--- src/rtl/dma_arb_pkg.sv ---
package dma_arb_pkg;

    typedef enum logic [1:0] {
        ARB_IDLE  = 2'd0,
        ARB_BURST = 2'd1,
        ARB_HIPRI = 2'd2
    } arb_state_e;

endpackage

--- src/rtl/dma_arb_rr_pick.sv ---
module dma_arb_rr_pick #(
    parameter int NUM_CH = 6,
    parameter int IW     = $clog2(NUM_CH)
) (
    input  logic [NUM_CH-1:0] req,
    input  logic [IW-1:0]     base,
    input  logic              hi_first,
    output logic              found,
    output logic [IW-1:0]     pick
);

    int idx;

    always_comb begin
        found = 1'b0;
        pick  = '0;
        idx   = 0;
        if (hi_first && req[0]) begin
            found = 1'b1;
            pick  = '0;
        end else begin
            for (int k = 1; k <= NUM_CH; k++) begin
                idx = (int'(base) + k) % NUM_CH;
                if (!found && req[idx]) begin
                    found = 1'b1;
                    pick  = idx[IW-1:0];
                end
            end
        end
    end

endmodule

--- src/rtl/dma_arb_park.sv ---
module dma_arb_park #(
    parameter int NUM_CH = 6,
    parameter int IW     = $clog2(NUM_CH)
) (
    input  logic              clk,
    input  logic              rst_n,
    input  logic              park_en,
    input  logic [IW-1:0]     park_idx,
    input  logic              unpark,
    output logic              valid,
    output logic [IW-1:0]     idx,
    output logic [NUM_CH-1:0] onehot
);

    logic          valid_q;
    logic [IW-1:0] idx_q;

    always_ff @(posedge clk or negedge rst_n) begin
        if (!rst_n) begin
            valid_q <= 1'b0;
            idx_q   <= '0;
        end else if (park_en) begin
            valid_q <= 1'b1;
            idx_q   <= park_idx;
        end else if (unpark) begin
            valid_q <= 1'b0;
        end
    end

    assign valid = valid_q;
    assign idx   = idx_q;

    for (genvar i = 0; i < NUM_CH; i++) begin : g_dec
        assign onehot[i] = valid_q && (idx_q == IW'(i));
    end

    // only a non-priority channel is parked, and only into an empty slot
    assert_park_single_R5: assert property (@(posedge clk) disable iff (!rst_n)
        park_en |-> (!valid_q && park_idx != '0));

    // unparking only happens while something is parked
    assert_unpark_valid_R6: assert property (@(posedge clk) disable iff (!rst_n)
        unpark |-> valid_q);

endmodule

--- src/rtl/dma_chan_arbiter.sv ---
module dma_chan_arbiter
    import dma_arb_pkg::*;
#(
    parameter int NUM_CH = 6
) (
    input  logic              clk,
    input  logic              rst_n,
    input  logic [NUM_CH-1:0] req,
    input  logic [NUM_CH-1:0] burst_act,
    input  logic              word_done,
    input  logic              pri_mode,
    output logic [NUM_CH-1:0] grant,
    output logic [NUM_CH-1:0] suspended
);

    localparam int IW = $clog2(NUM_CH);

    arb_state_e    state_q, state_d;
    logic [IW-1:0] owner_q, owner_d;
    logic [IW-1:0] last_q, last_d;
    logic          mode_q, mode_d;

    logic          park_en, unpark, park_valid;
    logic [IW-1:0] park_idx;
    logic [IW-1:0] search_base;
    logic          win_found;
    logic [IW-1:0] win_idx;
    logic          owner_more;

    assign search_base = (state_q == ARB_IDLE) ? last_q : owner_q;
    assign owner_more  = burst_act[owner_q];

    dma_arb_rr_pick #(.NUM_CH(NUM_CH), .IW(IW)) u_pick (
        .req      (req),
        .base     (search_base),
        .hi_first (pri_mode),
        .found    (win_found),
        .pick     (win_idx)
    );

    dma_arb_park #(.NUM_CH(NUM_CH), .IW(IW)) u_park (
        .clk      (clk),
        .rst_n    (rst_n),
        .park_en  (park_en),
        .park_idx (owner_q),
        .unpark   (unpark),
        .valid    (park_valid),
        .idx      (park_idx),
        .onehot   (suspended)
    );

    // state register
    always_ff @(posedge clk or negedge rst_n) begin
        if (!rst_n) begin
            state_q <= ARB_IDLE;
            owner_q <= '0;
            last_q  <= IW'(NUM_CH - 1);
            mode_q  <= 1'b0;
        end else begin
            state_q <= state_d;
            owner_q <= owner_d;
            last_q  <= last_d;
            mode_q  <= mode_d;
        end
    end

    // next-state logic
    always_comb begin
        state_d = state_q;
        owner_d = owner_q;
        last_d  = last_q;
        mode_d  = mode_q;
        park_en = 1'b0;
        unpark  = 1'b0;
        unique case (state_q)
            ARB_IDLE: begin
                if (win_found) begin            // START
                    state_d = ARB_BURST;
                    owner_d = win_idx;
                    mode_d  = pri_mode;
                end
            end
            ARB_BURST: begin
                if (word_done) begin
                    if (owner_more) begin
                        if (mode_q && owner_q != '0 && req[0]) begin  // PREEMPT
                            state_d = ARB_HIPRI;
                            owner_d = '0;
                            park_en = 1'b1;
                        end
                    end else begin
                        last_d = owner_q;
                        if (win_found) begin    // HANDOFF
                            owner_d = win_idx;
                            mode_d  = pri_mode;
                        end else begin          // DRAIN
                            state_d = ARB_IDLE;
                        end
                    end
                end
            end
            ARB_HIPRI: begin
                if (word_done && !owner_more) begin  // RESUME
                    state_d = ARB_BURST;
                    last_d  = '0;
                    owner_d = park_idx;
                    unpark  = 1'b1;
                end
            end
            default: state_d = ARB_IDLE;
        endcase
    end

    // outputs
    always_comb begin
        grant = '0;
        if (state_q != ARB_IDLE) grant[owner_q] = 1'b1;
    end

    assert_grant_onehot_R1: assert property (@(posedge clk) disable iff (!rst_n)
        $onehot0(grant));

    assert_idle_quiet_R1: assert property (@(posedge clk) disable iff (!rst_n)
        (grant == '0 && req == '0) |=> grant == '0);

    assert_grant_hold_R3: assert property (@(posedge clk) disable iff (!rst_n)
        (grant != '0 && !word_done) |=> $stable(grant));

    assert_park_owner_R6: assert property (@(posedge clk) disable iff (!rst_n)
        (suspended != '0) |-> (grant[0] && $onehot(suspended) && (grant & suspended) == '0));

    assert_park_at_word_R5: assert property (@(posedge clk) disable iff (!rst_n)
        $rose(|suspended) |-> $past(word_done));

    assert_rr_no_preempt_R10: assert property (@(posedge clk) disable iff (!rst_n)
        (state_q == ARB_BURST && !mode_q) |=> !park_valid);

endmodule

--- config.mk ---
export PLATFORM = sky130hd
export DESIGN_NAME = dma_chan_arbiter
export DESIGN_NICKNAME = d
export VERILOG_FILES = /design/src/rtl/dma_arb_pkg.sv /design/src/rtl/dma_arb_rr_pick.sv /design/src/rtl/dma_arb_park.sv /design/src/rtl/dma_chan_arbiter.sv
export SDC_FILE = /design/constraint.sdc
export NUM_CORES = 1
export LEC_CHECK = 0
export CAP_MARGIN = 20
export CORE_ASPECT_RATIO = 1.2
export CORE_MARGIN = 2
export CORE_UTILIZATION = 45
export CTS_BUF_LIST = sky130_fd_sc_hd__clkbuf_8
export DETAILED_ROUTE_END_ITERATION = 8
export PLACE_DENSITY = 0.68
export SKIP_CTS_REPAIR_TIMING = 1
export SLEW_MARGIN = 15
export SYNTH_ARGS = -nofsm -noshare
export SYNTH_HDL_FRONTEND = slang
export SYNTH_HIERARCHICAL = 1
export SYNTH_SLANG_ARGS = --single-unit
--- constraint.sdc ---
create_clock -name clk -period 5.8 [get_ports clk]
set_clock_uncertainty 0.2 [all_clocks]
set_input_delay 0.87 -clock clk [delete_from_list [all_inputs] [get_ports clk]]
set_output_delay 0.87 -clock clk [all_outputs]
set_load 0.01 [all_outputs]
==> results.md <==
* Part of the Yosys area used for sequential elements at 0.166
* Critical path class: flip-flop to flip-flop
* Max FO, Critical Path at 11
* Syn_nets at 275
* Tmin final at ~5.4 ns
* DIE HEIGHT at 76.5 microns
* GPL Wtd Cong at 0.919
* Worst skew pair latency at 0.24 ns
* WP data arrival at 5.32 ns
* TNS Setup at 0 ns
* Drt via density at between 5 and 6
* IO Pins at 28
* Post-synthesis cell count at 241
* Die Wd at between 60 and 70 microns
* Area leader, netlist: dfrtp_1
* Layout cells sized above 1 at 0.142
* Count of input and output buffers at 27
* Diodes inserted at 0
* Hold Fails Final Rpt at 0
* Hold wc startpoint: last_q[1]$_DFFE_PN0P_
* Tcrit/Tclk final at 0.931
* CTS tree: built
* Rows at 26
* Maxcap violations at 0
* Clock Tree Buf Depth at 2
* Crit path launch: state_q[0]$_DFFE_PN0P_
* Average size of a mapped cell at 8.19 sq um
* Top cell type's share of synthesized area at 0.140
* Final setup viols at 0
* Setup crit start kind: flip-flop
* Status: finished, final reports clean
* Non-Filler Instances at 324
* Dpl hpwl at 3970 microns
* Grt total ovfl at 0
* Synth Register Bits at 13
* NumNets Final at 303
* Clock buffer count from CTS at 3
* Main synth FF type: dfrtp_1
* Slew @ Worst Pin at between 0.9 and 1 ns
* Relative slew slack at 0.378
* EDFF count, synth at 0
* Die area at 0.00493 sq mm
* Number of detailed-route iterations in the first pass at 4
* Count of cell types in the netlist at 61
* Clock transition at the registers of the reported paths at 0.06 ns
* Core area at approximately 0.0042 sq mm
* Initial Utilization at 0.467
* Post-synth ARST share at 1.00
* ANT nets after route at 0
* DR DRC count at 0
* Fmax at roughly 0.19 GHz
* Starting DRT DRC Count at 66
* Req. time, crit path at 5.72 ns
* Type of the worst min-delay path: flip-flop to flip-flop
* Vias in the first global route at 1,767
* Synth-to-Final Area Change at 19.7%
* Ys Warns at 6
* Reg-to-reg startpoint: state_q[0]$_DFFE_PN0P_
* Clk sinks at 13
* Avg WL per Cell at 15.4 microns
* Largest net degree at the start of global routing at 16
* DR vias at 1,864
* Final setup margin at 0.400 ns
* Clk root buf: clkbuf_8
* First-pass GRT wire length at 8160 microns
* Worst slack, placed at 0.371 ns
* Max H-tree Level at 1
* Post-Place Cells at 320
* Largest cells by area after synthesis: dfrtp_1 (14%), ha_1 (11%), mux2_2 (8.0%)
* CP Capture Type: flip-flop
* Initial antenna violation count at 0
* Unrepaired setup endpoints after global routing: no
* WL final at approximately 5000 microns
* Fin. max-slew vios at 0
* Total GRT Usage at 0.204
* Syn Std Cell Area at between 0.0015 and 0.002 sq mm
-- sequential cells by signal, summed over array words and instances (netlist names) --
signal        flops
mode_q            1
owner_q           3
u_park/idx        3
u_park/valid      1
last_q            3
state_q           2
-- metal layers --
metal | GRT usage | vias up | share of wire
met4 | 0.0532 | 0 | 0.016
met1 | 0.232 | 879 | 0.41
li1 | - | 944 | -
met3 | 0.0133 | 4 | 0.017
met5 | 0 | - | 0
met2 | 0.400 | 37 | 0.55
-- area by class of cell --
| type | count | area (sq um) |
|---|---|---|
| clock inverter | 1 | 3.75 |
| inverter | 18 | 67.6 |
| clock buffer | 3 | 41.3 |
| tap | 56 | 70.1 |
| fill | 395 | 1870 |
| timing repair buffer | 34 | 323 |
| sequential | 13 | 328 |
| multi-input combinational | 199 | 1530 |
-- stage by stage --
step                       util  area (sq um)  hold slack (ns)
final                     0.559          2360            0.316
after global routing      0.559          2360            0.359
after CTS                 0.558          2360            0.326
after detailed placement  0.547          2310            0.311
after global placement    0.547          2310            0.300
after floorplan               -          1970            0.261
-- worst paths after layout --
check	slack, ns	to	depth (start not counted)
worst max-delay path	0.40	owner_q[1]$_DFFE_PN0P_	19
worst min-delay path	0.32	last_q[1]$_DFFE_PN0P_	1
worst max register to register	0.40	owner_q[1]$_DFFE_PN0P_	19
worst min register to register	0.32	last_q[1]$_DFFE_PN0P_	1
max in group asynchronous	4.19	owner_q[1]$_DFFE_PN0P_	1
min in group asynchronous	0.81	state_q[0]$_DFFE_PN0P_	1
-- cells in the final DEF (no fill, tap or decap), types with 6 or more instances in the layout --
cell             count
ha_1                18
mux2_2              14
o21ai_0             11
a21oi_1             10
a211oi_1             8
clkdlybuf4s50_1     27
nand2_1             18
nand3_1              6
mux2i_1             10
nor2_1              20
dfrtp_1             11
buf_4                7
nor2b_1              8
nor3_1               7
inv_1               19
-- kinds of logic (layout without fill, tap and decap cells) --
logic type      count (synthesis)  after routing  synth area share
mux                            27             27             0.153
simple gates                   85             85             0.238
flops                          13             13             0.166
xor+xnor                        4              4            0.0311
compound gates                 65             65             0.236
buf+inv                        29             56            0.0609
fa+ha+maj                      18             18             0.114
-- cells in the mapped netlist (all sizes together), types with 4 or more instances --
cell type	instances
mux2i	10
a21oi	11
nor2	20
nor3	7
o21ai	11
clkbuf	6
ha	18
xnor2	4
nand2	19
dfrtp	11
a211oi	8
nand3	6
buf	5
a31oi	5
o211ai	4
nand2b	6
nor2b	8
inv	18
nor4	4
mux2	16
-- critical path, stage by stage (launching register included) --
cell      delay, ns
dfrtp_1        0.40
inv_1          0.10
ha_1           0.38
mux2_2         0.47
inv_1          0.23
ha_1           0.32
xnor2_4        0.17
ha_1           0.26
inv_1          0.07
a311oi_1       0.09
or2_1          0.27
o221a_4        0.26
or3b_4         0.41
nor4_4         0.40
nand4_1        0.36
mux2i_1        0.30
nor2_1         0.06
a31oi_1        0.14
o21ai_0        0.11
mux2_2         0.27
Power is left out: the tool's default activity adds up to more than one toggle a clock period on the data nets, which glitch-free logic cannot reach.
